File: src/rtl/alt_pkg.sv
package alt_pkg;
  typedef enum logic [1:0] {
    ALT_NONE = 2'd0,
    ALT_SRC  = 2'd1,
    ALT_DST  = 2'd2,
    ALT_RES  = 2'd3
  } alt_kind_e;
endpackage

File: src/rtl/alt_addr_calc.sv
module alt_addr_calc #(
  parameter int DATA_W  = 32,
  parameter int FIELD_W = 9,
  parameter int INC_LSB = 9
) (
  input  logic [DATA_W-1:0]  d_val,
  input  logic [DATA_W-1:0]  s_val,
  input  logic               s_present,
  output logic [FIELD_W-1:0] target,
  output logic [DATA_W-1:0]  d_next
);
  localparam int INC_MSB = INC_LSB + FIELD_W - 1;
  localparam int EXT_W   = DATA_W - FIELD_W;

  function automatic logic [FIELD_W-1:0] f_target(input logic [DATA_W-1:0] s,
                                                  input logic [DATA_W-1:0] d);
    logic [DATA_W-1:0] sum;
    sum = s + d;
    return sum[FIELD_W-1:0];
  endfunction

  function automatic logic [DATA_W-1:0] f_step(input logic [DATA_W-1:0] s,
                                               input logic [DATA_W-1:0] d);
    logic [DATA_W-1:0] inc;
    inc = {{EXT_W{s[INC_MSB]}}, s[INC_MSB:INC_LSB]};
    return d + inc;
  endfunction

  logic [DATA_W-1:0] s_eff;
  assign s_eff  = s_present ? s_val : '0;
  assign target = f_target(s_eff, d_val);
  assign d_next = f_step(s_eff, d_val);
endmodule

File: src/rtl/alt_pend_reg.sv
module alt_pend_reg
  import alt_pkg::*;
#(
  parameter int FIELD_W = 9
) (
  input  logic               clk,
  input  logic               rst_n,
  input  logic               flush,
  input  logic               consume,
  input  logic               capture,
  input  alt_kind_e          kind_in,
  input  logic [FIELD_W-1:0] addr_in,
  output logic               pend_valid,
  output alt_kind_e          pend_kind,
  output logic [FIELD_W-1:0] pend_addr
);
  always_ff @(posedge clk or negedge rst_n) begin
    if (!rst_n) begin
      pend_valid <= 1'b0;
      pend_kind  <= ALT_NONE;
      pend_addr  <= '0;
    end else if (flush) begin
      pend_valid <= 1'b0;
    end else if (capture) begin
      pend_valid <= 1'b1;
      pend_kind  <= kind_in;
      pend_addr  <= addr_in;
    end else if (consume) begin
      pend_valid <= 1'b0;
    end
  end

  // used once, then gone
  a_r7_single_use: assert property (@(posedge clk) disable iff (!rst_n)
    (consume && !capture && !flush) |=> !pend_valid);
  // idle cycles keep the pending substitution
  a_r7_hold_idle: assert property (@(posedge clk) disable iff (!rst_n)
    (!consume && !flush) |=> ($stable(pend_valid) && $stable(pend_addr)));
  // flush empties the slot
  a_r8_flush_clears: assert property (@(posedge clk) disable iff (!rst_n)
    flush |=> !pend_valid);
  a_r1_capture_kind: assert property (@(posedge clk) disable iff (!rst_n)
    (capture && !flush) |=> (pend_valid && pend_kind != ALT_NONE));
endmodule

File: src/rtl/alt_field_mux.sv
module alt_field_mux
  import alt_pkg::*;
#(
  parameter int INSN_W  = 32,
  parameter int FIELD_W = 9,
  parameter int SRC_LSB = 0,
  parameter int DST_LSB = 9,
  parameter int IMM_BIT = 18
) (
  input  logic [INSN_W-1:0]  insn,
  input  logic               apply,
  input  alt_kind_e          kind,
  input  logic [FIELD_W-1:0] addr,
  output logic [INSN_W-1:0]  eff_insn,
  output logic [FIELD_W-1:0] eff_src,
  output logic [FIELD_W-1:0] eff_dst,
  output logic [FIELD_W-1:0] eff_res,
  output logic               eff_imm
);
  logic sel_src, sel_dst, sel_res;
  assign sel_src = apply && (kind == ALT_SRC);
  assign sel_dst = apply && (kind == ALT_DST);
  assign sel_res = apply && (kind == ALT_RES);

  assign eff_src = sel_src ? addr : insn[SRC_LSB +: FIELD_W];
  assign eff_dst = sel_dst ? addr : insn[DST_LSB +: FIELD_W];
  // result address tracks the destination unless redirected on its own
  assign eff_res = sel_res ? addr : eff_dst;
  assign eff_imm = insn[IMM_BIT];

  always_comb begin
    eff_insn = insn;
    eff_insn[SRC_LSB +: FIELD_W] = eff_src;
    eff_insn[DST_LSB +: FIELD_W] = eff_dst;
  end
endmodule

File: src/rtl/alt_subst_unit.sv
module alt_subst_unit
  import alt_pkg::*;
#(
  parameter int DATA_W  = 32,
  parameter int INSN_W  = 32,
  parameter int FIELD_W = 9,
  parameter int SRC_LSB = 0,
  parameter int DST_LSB = 9,
  parameter int IMM_BIT = 18,
  parameter int INC_LSB = 9
) (
  input  logic               clk,
  input  logic               rst_n,
  input  logic               flush,
  input  logic               exec_valid,
  input  logic [1:0]         pfx_kind,
  input  logic [INSN_W-1:0]  exec_insn,
  input  logic [DATA_W-1:0]  d_val,
  input  logic [DATA_W-1:0]  s_val,
  input  logic               s_present,
  output logic [INSN_W-1:0]  eff_insn,
  output logic [FIELD_W-1:0] eff_src,
  output logic [FIELD_W-1:0] eff_dst,
  output logic [FIELD_W-1:0] eff_res,
  output logic               eff_imm,
  output logic               d_wr_en,
  output logic [FIELD_W-1:0] d_wr_addr,
  output logic [DATA_W-1:0]  d_wr_data
);
  alt_kind_e          kind_in;
  logic               step_live;   // an instruction retires this cycle
  logic               pfx_live;    // that instruction is a prefix
  logic [FIELD_W-1:0] target;
  logic [DATA_W-1:0]  d_next;
  logic               pend_valid;
  alt_kind_e          pend_kind;
  logic [FIELD_W-1:0] pend_addr;
  logic               apply;

  assign kind_in   = alt_kind_e'(pfx_kind);
  assign step_live = exec_valid && !flush;
  assign pfx_live  = step_live && (kind_in != ALT_NONE);
  assign apply     = step_live && pend_valid;

  alt_addr_calc #(.DATA_W(DATA_W), .FIELD_W(FIELD_W), .INC_LSB(INC_LSB)) u_calc (
    .d_val(d_val), .s_val(s_val), .s_present(s_present),
    .target(target), .d_next(d_next)
  );

  alt_pend_reg #(.FIELD_W(FIELD_W)) u_pend (
    .clk(clk), .rst_n(rst_n), .flush(flush),
    .consume(step_live), .capture(pfx_live),
    .kind_in(kind_in), .addr_in(target),
    .pend_valid(pend_valid), .pend_kind(pend_kind), .pend_addr(pend_addr)
  );

  alt_field_mux #(.INSN_W(INSN_W), .FIELD_W(FIELD_W), .SRC_LSB(SRC_LSB),
                  .DST_LSB(DST_LSB), .IMM_BIT(IMM_BIT)) u_mux (
    .insn(exec_insn), .apply(apply), .kind(pend_kind), .addr(pend_addr),
    .eff_insn(eff_insn), .eff_src(eff_src), .eff_dst(eff_dst),
    .eff_res(eff_res), .eff_imm(eff_imm)
  );

  assign d_wr_en   = pfx_live;
  assign d_wr_addr = eff_res;
  assign d_wr_data = d_next;

  // write-back only from a live prefix
  a_r5_wb_gate: assert property (@(posedge clk) disable iff (!rst_n)
    d_wr_en |-> (exec_valid && !flush && pfx_kind != 2'd0));
  // captured target is the masked sum of the operands seen
  a_r1_target_sum: assert property (@(posedge clk) disable iff (!rst_n)
    (exec_valid && !flush && pfx_kind != 2'd0) |=>
      (pend_addr == FIELD_W'($past(s_present ? s_val : '0) + $past(d_val))));
  // a result redirect leaves the destination field alone
  a_r4_dst_kept: assert property (@(posedge clk) disable iff (!rst_n)
    (apply && pend_kind == ALT_RES) |-> (eff_dst == exec_insn[DST_LSB +: FIELD_W]));
  // nothing pending just after reset
  a_r9_reset_clear: assert property (@(posedge clk)
    !rst_n |=> !pend_valid);
  // a flushed instruction is never altered
  a_r8_no_subst_on_flush: assert property (@(posedge clk) disable iff (!rst_n)
    flush |-> (eff_insn == exec_insn));
endmodule

File: config.mk
export PLATFORM = sky130hd
export DESIGN_NAME = alt_subst_unit
export DESIGN_NICKNAME = d
export VERILOG_FILES = /design/src/rtl/alt_pkg.sv /design/src/rtl/alt_addr_calc.sv /design/src/rtl/alt_pend_reg.sv /design/src/rtl/alt_field_mux.sv /design/src/rtl/alt_subst_unit.sv
export SDC_FILE = /design/constraint.sdc
export NUM_CORES = 1
export LEC_CHECK = 0
export BUFFER_PORTS_ARGS = -buffer_cell sky130_fd_sc_hd__clkbuf_2
export CORE_MARGIN = 8
export CORE_UTILIZATION = 35
export CTS_BUF_LIST = sky130_fd_sc_hd__clkbuf_16
export CTS_CLUSTER_DIAMETER = 30
export CTS_CLUSTER_SIZE = 28
export DETAILED_ROUTE_END_ITERATION = 8
export PLACE_DENSITY = 0.74
export REMOVE_ABC_BUFFERS = 1
export SLEW_MARGIN = 20
export SYNTH_ARGS = -nofsm -noshare
export SYNTH_HDL_FRONTEND = slang
export SYNTH_SLANG_ARGS = --single-unit
export TNS_END_PERCENT = 1
File: constraint.sdc
create_clock -name clk -period 3.55 [get_ports clk]
set_clock_uncertainty 0.2 [all_clocks]
set_input_delay 0.71 -clock clk [delete_from_list [all_inputs] [get_ports clk]]
set_output_delay 0.71 -clock clk [all_outputs]
set_load 0.1 [all_outputs]
Word-level counts from Yosys, hierarchy flattened
Index checks and enable logic that the tools add are counted.
{ "word_totals": {"in_bits": 103, "reg_bits": 12} }
{ "classes": {"eq_ne": 3, "bitwise_logic": 1, "n_mux": 7, "add_sub_neg": 2, "n_reduce_logical": 10} }
{ "ops": {"columns": ["op", "count"], "rows": [
  ["32-bit adder", 1],
  ["9-bit two-way mux", 3],
  ["18-bit two-way mux", 1],
  ["9-bit adder", 1],
  ["1-bit logical AND", 6],
  ["2-bit equality test, second input constant", 2],
  ["1-bit two-way mux", 3],
  ["3-bit nonzero test", 1],
  ["2-bit by 1-bit equality test with 1-bit output, second input constant", 1],
  ["2-bit AND reduction", 1],
  ["2-bit nonzero test", 1],
  ["1-bit zero test", 1],
  ["1-bit inverter", 1]
]} }

Depth between registers and ports, before layout
Gate-level depths: netlist (run 1).
{ "logic_depth": {"ltp_word": 6, "depth_mapped": 12} }

By module
From an unflattened synthesis (run 1), not the netlist that was laid out.
{ "hier_totals": {"cells_unflattened": 408, "hier_area_um2": 3224.3} }
{ "modules_own_cells": {"columns": ["mod", "instances", "seq_area_each_um2", "area_per_inst_um2", "cells_per_inst"], "rows": [
  ["alt_addr_calc", 1, 0.0, 2020.7, 305],
  ["alt_field_mux", 1, 0.0, 598.1, 63],
  ["alt_pend_reg", 1, 300.3, 510.5, 28],
  ["alt_subst_unit", 1, 0.0, 95.1, 12]
]} }

Worst setup path before layout (run 1)
No wires, ideal clock.
{ "synth_timing": {"path_type": "input port to output port", "start": "input s_present", "end": "output d_wr_data[26]", "t_required_ns": 2.640, "arrival_ns": 4.321, "path_stages": 11, "path_buffers": 1, "slack_ns": -1.681, "cell_sequence": "buf_4 -> and2_1 -> ha_1 -> fa_1 -> a21o_1 -> a221oi_4 -> o21ai_2 -> a22oi_4 -> nor2_1 -> mux2i_1 -> xnor2_1"} }
{ "synth_via": {"elab_chain_len": 2} }
{ "synth_rtl": {"columns": ["element", "line_no", "rtl"], "rows": [
  ["from (decl)", "alt_subst_unit.sv:20", "input logic s_present,"],
  ["18-bit two-way mux", "alt_addr_calc.sv:30", "assign s_eff = s_present ? s_val : '0;"],
  ["32-bit adder", "alt_addr_calc.sv:26", "return d + inc;"],
  ["to (decl)", "alt_subst_unit.sv:28", "output logic [DATA_W-1:0] d_wr_data"]
]} }
No other way between the ends.

Worst setup path after layout (run 1)
{ "layout_timing": {"start": "input s_val[9]", "end": "output d_wr_data[30]"} }
{ "layout_via": {"elab_chain_len": 2} }
{ "layout_rtl": {"columns": ["element", "line_no", "rtl"], "rows": [
  ["from (decl)", "alt_subst_unit.sv:19", "input logic [DATA_W-1:0] s_val,"],
  ["18-bit two-way mux", "alt_addr_calc.sv:30", null],
  ["32-bit adder", "alt_addr_calc.sv:26", null]
]} }
No other way between the ends.

==> results by group, run 1 <==
Worst setup path
  • WP data required: roughly 2.6 ns
  • Critical path type: primary input to output pin
  • Crit path DAT: between 3 and 4 ns
  • Flop2flop setup slack: 2.64 ns
  • Startpoint Class: primary input
  • CP startpoint: s_val[9]
  • CP Capture Type: output pin
  • CP delay by family, top: compound AO/OA/AOI/OAI gates
  • Critical path fanouts, max: 4
  • CP max stage delay: 0.41 ns
  • CP Cell Sequence: clkbuf_2, and2_4, ha_4, fa_2, a21o_1, a221oi_4, o211ai_2, a211o_1, o32ai_2, xor2_1, buf_12
  • Worst R2R Start: u_pend.pend_addr[6]
  • Slowest CP cell: fa_2
  • WP buf/inv: 2

Floorplan
  • Die width: 113 um
  • Chip height: 113 um
  • Core area: 9150 um2
  • Initial Utilization: 35.7%
  • Core Rows: 35
  • Area of the die: 12700 um2
  • Io pins: 205

Clocking
  • CTS buffer count: 3
  • Clock root buffer: clkbuf_16
  • Clock-pin transition on the worst setup and hold timing paths: around 0.040 ns
  • H-Tree Depth: 1
  • Worst-case clock buffer depth: 2
  • Clk sink count: 12
  • TritonCTS clock tree: done
  • Worst-Skew Late Latency: around 0.24 ns

Route
  • Drt drc: 0
  • Iteration-0 DRC Markers: roughly 170
  • Final ANT Viol Nets: 0
  • Via density: between 5 and 6
  • Routed WL: between 10000 and 15000 um
  • Wire per inst: 17.6 um
  • Pre-Repair DR Iteration Count: 4
  • DR vias: roughly 3800

Min path
  • HP Class: primary input to asynchronous set/reset pin

Timing
  • Slew Viols, Final: 0
  • Fmax: roughly 0.24 GHz
  • Least-Margin Pin Slew: 0.557 ns
  • Final setup fails: 25
  • PnR worst setup slack: -0.610 ns
  • Final hold slack: 0.147 ns
  • Fin. Hold Viols: 0
  • Final min period: 4.16 ns
  • RSZ-0062 raised after global routing: true
  • TNS Setup: -10.08 ns
  • Fin crit share: 117%
  • Slew margin rel.: 63.1%

Placed design
  • DP HPWL: 10700 um
  • Gpl congestion: around 0.92
  • Placed insts: 701
  • PortBufs: 161
  • Place WS: -0.797 ns
  • Placed Area: 5170 um2

Pwr
  • Max VDD drop: 189 uV
  • Power Density: 332 nW/um2
  • Leakage: around 2.5 nW
  • Total Power: 1.80 mW

Synth
  • Ys flop type: dfrtp_1
  • Async S/R FF share, synth: between 90% and 100%
  • Yosys top cell area share: 9.89%
  • Synthesized flop and latch total: 12
  • Yosys warns: 0
  • Mean Syn Cell Area: 7.98 um2
  • Cell taking the most area after synthesis: buf_4
  • Synthesized area: between 3000 and 4000 um2
  • Largest cells by area after synthesis: buf_4 (9.9%), mux2_2 (9.3%), dfrtp_1 (9.2%)
  • Distinct cells, synth: 69
  • Mapped Cells: 409
  • Register area share after synthesis: 9.20%
  • Post-synth EDFFs: 0

Global routing
  • Pin count of the biggest net entering global routing: 18
  • Initial antenna violation count: 0
  • First-pass GRT wire length: between 20000 and 25000 um
  • Vias in the first global route: approximately 4100
  • GRT overflow: 0
  • GRT Util Overall: 19.2%

Job
  • Max_cap viols: 0

Outcome
  • Status: finished with violations
  • Violated checks: setup timing

Layout
  • Most frequent cells in the layout: buf_4 (104), clkbuf_2 (93), buf_12 (49)
  • Nets: 719
  • Final core utilization: approximately three fifths
  • P&R area growth vs syn: 66.0%
  • Most common cell after layout, fill and taps aside: buf_4
  • Final cell count without fillers: 708
  • Post-Layout Inst Area: 5420 um2
  • Share of cells above drive strength 1: 54.9%
  • Ant. Diodes: 0
final cells by class:
cell class,instances,area (um2)
timing repair buffer,250,2280
clock buffer,3,75.1
clock inverter,1,3.75
multi-input combinational,328,2610
sequential,12,300
tap,111,139
fill,765,3740
inverter,3,11.3
worst register-to-register path, delay by kind of cell, from the launching register on:
family           cells  cell delay (ns)
AO/OA/AOI/OAI        1             0.09
AND/OR/NAND/NOR      1             0.08
flip-flops           1             0.41
path summary, 6_finish.rpt:
kind	end	cells past startpoint
worst max register to register	u_pend.pend_addr[6]	2
min in group clk	u_pend.pend_kind[1]	2
worst max-delay path	d_wr_data[30]	11
worst min-delay path	u_pend.pend_kind[0]	1
worst min register to register	u_pend.pend_kind[1]	2
max in group asynchronous	u_pend.pend_addr[1]	1
sequential cells by signal (all words and copies together), names as in the netlist:
signal / flops
u_pend.pend_addr: 9
u_pend.pend_kind: 2
u_pend.pend_valid: 1
synthesized netlist by cell type, types with 5 or more instances:
library cell and n:
nor2_1 19, a31oi_1 9, buf_2 9, nor4_1 9, ha_1 16, a21oi_1 11, mux2_2 27, and3_1 5
a21o_1 5, nand3_1 11, nand4_1 7, dfrtp_1 12, o21ai_0 12, buf_4 43, xor2_1 15, clkbuf_1 8
buf_6 5, or2_2 5, and2_1 21, mux2i_1 10, nand2_1 40, xnor2_1 32
cells by family after synthesis:
kind of cell,synth area share (%)
adders and majority gates,7.36
muxes,12.4
xor gates and xnor gates,12.6
buffers and inverters,14.4
and+or+nand+nor,25.5
DFF,9.20
AOI/OAI and AO/OA,18.5
repair_timing:
| item | in CTS | in global routing |
|---|---|---|
| setup endpoints to repair | 26 | 26 |
| buffers inserted | 3 | 0 |
| resized for setup | 25 | 4 |
| hold buffers | 0 | 0 |
| pin swaps | 23 | 7 |
where the power goes:
part	switching (mW)	total [mW]	internal, mW
combinational	0.928	1.40	0.476
clock	0.0538	0.202	0.148
sequential	0.0296	0.193	0.164
per-layer routing:
| metal | wire length (um) | vias up | global-route usage (%) |
|---|---|---|---|
| met5 | 0 | - | 0 |
| met4 | 223 | 0 | 4.95 |
| met3 | 1180 | 28 | 5.96 |
| met2 | 6480 | 194 | 36.2 |
| met1 | 4570 | 1790 | 20.0 |
| li1 | - | 1807 | - |
Power figures use the tool's default switching activity.
==> run 2, diff against run 1 <==
--- a/config.mk
+++ b/config.mk
@@ -6,6 +6,7 @@
 export NUM_CORES = 1
 export LEC_CHECK = 0
 export BUFFER_PORTS_ARGS = -buffer_cell sky130_fd_sc_hd__clkbuf_2
+export CORE_ASPECT_RATIO = 1.75
 export CORE_MARGIN = 8
 export CORE_UTILIZATION = 35
 export CTS_BUF_LIST = sky130_fd_sc_hd__clkbuf_16
@@ -14,6 +15,7 @@
 export DETAILED_ROUTE_END_ITERATION = 8
 export PLACE_DENSITY = 0.74
 export REMOVE_ABC_BUFFERS = 1
+export SKIP_LAST_GASP = 1
 export SLEW_MARGIN = 20
 export SYNTH_ARGS = -nofsm -noshare
 export SYNTH_HDL_FRONTEND = slang
==> run 2 against run 1 <==
Against the previous run:
- sequential power is essentially flat
- maximum frequency is 1.5% lower
- combinational power barely moved
- utilization increased by 0.97 points
- non-clock buffer count up 8
- register-to-register slack lost 0.03 ns
- critical path depth increased by 1
- final area grew 0.99%
- largest cell class unchanged
- flip-flop and latch count unchanged
- the flow still finishes with violations (setup timing)
- routed wire length is 18% higher
- die area increased by 0.97%
==> results by group, run 2 (synthesis gave the netlist of run 1 again) <==
Global routing
  • Pin count of the biggest net entering global routing: 19
  • First-pass GRT wire length: 21300 um
  • Initial antenna violation count: 1
  • GRT Util Overall: a little over a fifth
  • GRT overflow: 0
  • Vias in the first global route: 4326

Worst setup path
  • CP Capture Type: output pin
  • Worst R2R End: u_pend.pend_addr[5]
  • Critical path fanouts, max: 3
  • Critical path type: primary input to output pin
  • Worst R2R Start: u_pend.pend_addr[5]
  • CP Cell Sequence: buf_8, and2_4, ha_4, fa_2, a21o_1, a221oi_4, buf_4, o211ai_1, a22oi_4, mux2i_1, xor2_1, clkbuf_16
  • CP max stage delay: 0.33 ns
  • Crit path DAT: ~3.3 ns
  • Startpoint Class: primary input
  • Flop2flop setup slack: around 2.6 ns
  • R2R depth: 2
  • Slowest CP cell: fa_2
  • WP data required: between 2 and 3 ns

Route
  • Metal-1 WL: 4650 um
  • Drt drc: 0
  • Pre-Repair DR Iteration Count: 5
  • Highest metal layer with signal wires: met4
  • Routed WL: 14600 um
  • Iteration-0 DRC Markers: around 140
  • WL met3: 1700 um
  • Routed wl met2: 7460 um
  • Wire per inst: 20.2 um
  • Via density: 5.45
  • Final ANT Viol Nets: 0
  • DR vias: roughly 4000

Floorplan
  • Initial Utilization: 35.9%
  • Core Rows: 46
  • Core area: 9090 um2
  • Area of the die: 12800 um2
  • Io pins: 205
  • Die width: between 80 and 90 um
  • Chip height: roughly 140 um

Layout
  • Largest registers: u_pend.pend_addr: 9 flops, u_pend.pend_kind: 2 flops, u_pend.pend_valid: 1 flops
  • Most frequent cells in the layout: buf_4 (110), clkbuf_2 (93), buf_12 (51)
  • Max FFs per register: 9
  • Share of cells above drive strength 1: between 50% and 60%
  • Post-Layout Inst Area: about 5500 um2
  • Nets: ~730
  • Final cell count without fillers: 726
  • FILL cells: 746
  • Biggest register: u_pend.pend_addr
  • Most common cell after layout, fill and taps aside: buf_4
  • P&R area growth vs syn: 67.6%

Timing
  • Final setup fails: 27
  • RSZ-0062 raised after global routing: true
  • Slew margin rel.: 62.9%
  • Fin crit share: 119%
  • Slew Viols, Final: 0
  • Least-Margin Pin Slew: 0.559 ns
  • Fin. Hold Viols: 0
  • Fmax: 0.237 GHz
  • Final min period: 4.22 ns
  • PnR worst setup slack: -0.671 ns

Pwr
  • Power Density: 334 nW/um2
  • Max VDD drop: 234 uV
  • Leakage: 2.54 nW

Clocking
  • Clock-pin transition on the worst setup and hold timing paths: 0.04 ns
  • TritonCTS clock tree: done
  • Worst-Skew Late Latency: 0.25 ns
  • Clk sink count: 12
  • H-Tree Depth: 1
  • Clock root buffer: clkbuf_16
  • Worst-case clock buffer depth: 2
  • CTS Hold Buffers Added: 0
  • CTS buffer count: 3

Placed design
  • Gpl congestion: 0.964
  • Placed insts: 715
  • PortBufs: about 160
  • DP HPWL: about 12000 um
  • Placed Area: 5260 um2

Min path
  • HP Class: primary input to asynchronous set/reset pin

Outcome
  • Violated checks: setup timing
  • Status: finished with violations

Job
  • Max_cap viols: 0
run 2: cell types whose count changed in the layout (fill, tap and decap cells not counted), sizes merged:
cell    change
diode       +1
clkbuf      +1
buf         +7
run 2: area by class of cell:
type                       instances  area (um2)  area share (%)
tap                              120         150            2.74
antenna                            1        2.50          0.0457
sequential                        12         300            5.49
multi-input combinational        328        2550            46.7
clock inverter                     1        3.75          0.0686
clock buffer                       3        75.1            1.37
inverter                           3        11.3           0.206
timing repair buffer             258        2370            43.4
run 2: metrics by stage:
step / setup TNS [ns] / hold slack, ns / power (mW) / utilization, % / setup WS [ns]
after floorplan: -31.30 / 0.214 / 1.05 / - / -1.55
after global placement: -13.49 / 0.272 / 1.57 / 57.9 / -0.736
after detailed placement: -14.76 / 0.288 / 1.59 / 57.9 / -0.843
after CTS: -12.68 / 0.162 / 1.82 / 59.4 / -0.706
after global routing: -13.95 / 0.178 / 1.89 / 60.1 / -0.782
final: -10.90 / 0.155 / 1.83 / 60.2 / -0.671
run 2: worst max path at each step:
| stage | from | endpoint | slack, ns | depth (start not counted) |
|---|---|---|---|---|
| global route | s_present | d_wr_data[18] | -0.78 | 12 |
| detailed placement | s_present | d_wr_data[30] | -0.84 | 11 |
| finish | s_present | d_wr_data[18] | -0.67 | 12 |
| global placement | s_val[9] | d_wr_data[30] | -0.74 | 11 |
| CTS | s_val[9] | d_wr_data[18] | -0.71 | 12 |
| floorplan | s_val[9] | d_wr_data[26] | -1.55 | 10 |
run 2: per-layer routing:
layer / global-route usage, % / vias up
met3: 7.72 / 49
met2: 40.1 / 258
met5: 0 / -
li1: - / 1829
met1: 17.7 / 1820
met4: 15.8 / 0
run 2: what timing repair did:
item | in CTS | in global routing
gates cloned | 0 | 0
buffers inserted | 3 | 3
gates resized for setup | 6 | 8
setup endpoints to repair | 27 | 27
pin swaps | 9 | 9
run 2: critical path, delay by kind of cell:
| family | cells | cell delay (ns) |
|---|---|---|
| AOI/OAI and AO/OA | 4 | 0.87 |
| xor gates and xnor gates | 1 | 0.27 |
| adders and majority gates | 2 | 0.49 |
| buffers and inverters | 3 | 0.55 |
| muxes | 1 | 0.25 |
| and+or+nand+nor | 1 | 0.16 |
run 2: report_power, final:
group / switching (mW) / total, mW / internal [mW]
logic: 0.941 / 1.42 / 0.481
clock network: 0.0646 / 0.213 / 0.149
registers: 0.0265 / 0.190 / 0.164
==> run 3, diff against run 2 <==
--- a/config.mk
+++ b/config.mk
@@ -7,9 +7,8 @@
 export LEC_CHECK = 0
 export BUFFER_PORTS_ARGS = -buffer_cell sky130_fd_sc_hd__clkbuf_2
 export CORE_ASPECT_RATIO = 1.75
-export CORE_MARGIN = 8
+export CORE_MARGIN = 1
 export CORE_UTILIZATION = 35
-export CTS_BUF_LIST = sky130_fd_sc_hd__clkbuf_16
 export CTS_CLUSTER_DIAMETER = 30
 export CTS_CLUSTER_SIZE = 28
 export DETAILED_ROUTE_END_ITERATION = 8
==> run 3 against run 2 <==
Against the previous run:
- the run still ends with setup timing left
- cell count is 0.14% higher
- total power is 0.23% higher
- critical path depth is 1 lower
- clock power is 8% higher
- routed wire length is 9.1% lower
- setup slack better by 0.0060 ns
- first-iteration DRC count is 32% lower
- combinational power hardly changed
==> results by group, run 3 (synthesis gave the netlist of run 1 again) <==
Outcome
  • Status: finished with violations
  • Violated checks: setup timing

Clocking
  • H-Tree Depth: 1
  • TritonCTS clock tree: done
  • Clk sink count: 12
  • Worst-Skew Late Latency: roughly 0.24 ns
  • Clock-pin transition on the worst setup and hold timing paths: 0.04 ns
  • CTS buffer count: 3
  • Clock root buffer: clkbuf_16
  • CTS Hold Buffers Added: 0
  • Worst-case clock buffer depth: 2

Global routing
  • GRT Util Overall: 27.0%
  • Vias in the first global route: ~4000
  • GRT overflow: 0
  • Pin count of the biggest net entering global routing: 19
  • First-pass GRT wire length: 19500 um
  • Initial antenna violation count: 0

Placed design
  • Gpl congestion: about 0.96
  • Placed Area: about 5200 um2
  • DP HPWL: 11200 um
  • PortBufs: 161

Route
  • Final ANT Viol Nets: 0
  • Drt drc: 0
  • Wire per inst: roughly 18 um
  • Pre-Repair DR Iteration Count: 4
  • Routed WL: between 10000 and 15000 um
  • DR vias: between 3000 and 4000
  • Iteration-0 DRC Markers: roughly 100
  • Via density: 5.41

Worst setup path
  • R2R depth: 2
  • Critical path type: primary input to output pin
  • Worst R2R Start: u_pend.pend_addr[3]
  • Startpoint Class: primary input
  • Critical path fanouts, max: 5
  • Crit path to: d_wr_data[18]
  • Flop2flop setup slack: 2.66 ns
  • Crit path DAT: about 3.3 ns
  • CP Capture Type: output pin
  • CP startpoint: s_present
  • WP data required: 2.64 ns
  • Worst R2R End: u_pend.pend_addr[3]

Job
  • Max_cap viols: 0

Layout
  • Post-Layout Inst Area: 5450 um2
  • Most frequent cells in the layout: buf_4 (116), clkbuf_2 (93), buf_12 (48)
  • Nets: 729
  • Max FFs per register: 9
  • P&R area growth vs syn: 66.9%
  • Largest registers: u_pend.pend_addr: 9 flops, u_pend.pend_kind: 2 flops, u_pend.pend_valid: 1 flops
  • Ant. Diodes: 0
  • Register Area: 300 um2
  • FILL cells: roughly 750
  • Biggest register: u_pend.pend_addr
  • Share of cells above drive strength 1: 54.4%
  • Final core utilization: 60.3%
  • Multi-input logic area: 2550 um2
  • Most common cell after layout, fill and taps aside: buf_4

Timing
  • Fin crit share: 119%
  • Least-Margin Pin Slew: between 0.5 and 0.6 ns
  • Slew Viols, Final: 0
  • Final setup fails: 26
  • Fin. Hold Viols: 0
  • Slew margin rel.: 63.1%
  • Final hold slack: 0.150 ns
  • Final min period: 4.22 ns
  • RSZ-0062 raised after global routing: true
  • PnR worst setup slack: -0.665 ns
  • Fmax: between 0.2 and 0.25 GHz

Pwr
  • P_int: 809 uW
  • Part of the power in the clock network: 12.6%
  • Reg power frac: approximately a tenth
  • Logic pwr share: 77.0%
  • Sw frac: roughly 56%
  • Power Density: between 300 and 400 nW/um2
  • Switching power total: 1.02 mW
  • Max VDD drop: 246 uV
  • Total Power: 1.83 mW
  • Leakage: 2.55 nW

Floorplan
  • Chip height: ~130 um
  • Core Rows: 46
  • Io pins: 205
  • Initial Utilization: a little over a third
  • Die width: 75.0 um
  • Core area: 9040 um2
  • Area of the die: 9730 um2

Min path
  • HP Class: primary input to asynchronous set/reset pin
[run 3: cell types whose count changed in the layout (fill, tap and decap cells not counted), moves of 2 or more]
cell	change
ha_1	+3
xnor2_2	+2
ha_4	-3
buf_4	+6
buf_12	-3
xnor2_1	-2
[run 3: area by class of cell]
type                            count  share of cell area [%]
Sequential cell                    12                    5.51
Timing Repair Buffer              260                    43.1
Inverter                            3                   0.207
Tap cell                          120                    2.76
Multi-Input combinational cell    328                    46.8
Clock buffer                        4                    1.63
[run 3: through the flow]
stage          setup TNS [ns]  worst slack [ns]  std cells
6_report               -12.80            -0.665        727
5_1_grt                -15.82            -0.802        727
4_1_cts                -13.06            -0.658        722
3_5_place_dp           -13.57            -0.777        718
3_3_place_gp           -12.38            -0.710        718
2_1_floorplan          -31.30             -1.55        343
[run 3: timing repair]
item	in CTS	in global routing
endpoints found under the setup margin	26	27
pin swaps	10	7
setup buffers	0	5
gates cloned	0	0
resized for setup	3	13
[run 3: worst min path at each step]
stage                                endpoint  slack, ns  cells past startpoint           startpoint
after floorplan           u_pend.pend_addr[0]       0.21                      0                rst_n
after global placement    u_pend.pend_kind[1]       0.27                      2  u_pend.pend_kind[1]
after detailed placement  u_pend.pend_kind[1]       0.30                      2  u_pend.pend_kind[1]
after CTS                   u_pend.pend_valid       0.15                      1                rst_n
after global routing        u_pend.pend_valid       0.17                      1                rst_n
final                       u_pend.pend_valid       0.15                      1                rst_n
[run 3: metal layers]
layer / track usage [%] / wire, um
met3: 5.25 / 1110
met2: 57.1 / 7510
met4: 12.7 / 682
met5: 0 / 0
met1: 21.8 / 4010
[run 3: critical path, cell delays in order]
cell	delay [ns]
buf_8	0.10
and2_4	0.15
ha_4	0.16
fa_2	0.38
a21o_1	0.24
a221oi_4	0.38
o21ai_4	0.14
a22oi_4	0.24
mux2i_1	0.27
xor2_1	0.30
buf_12	0.22
[run 3: power groups by stage]
stage	Clock [mW]	Sequential, mW	Combinational (mW)
after floorplan	0	0.182	0.870
after global placement	0	0.187	1.37
after detailed placement	0	0.191	1.38
after CTS	0.232	0.190	1.39
after global routing	0.236	0.193	1.47
final	0.230	0.190	1.41
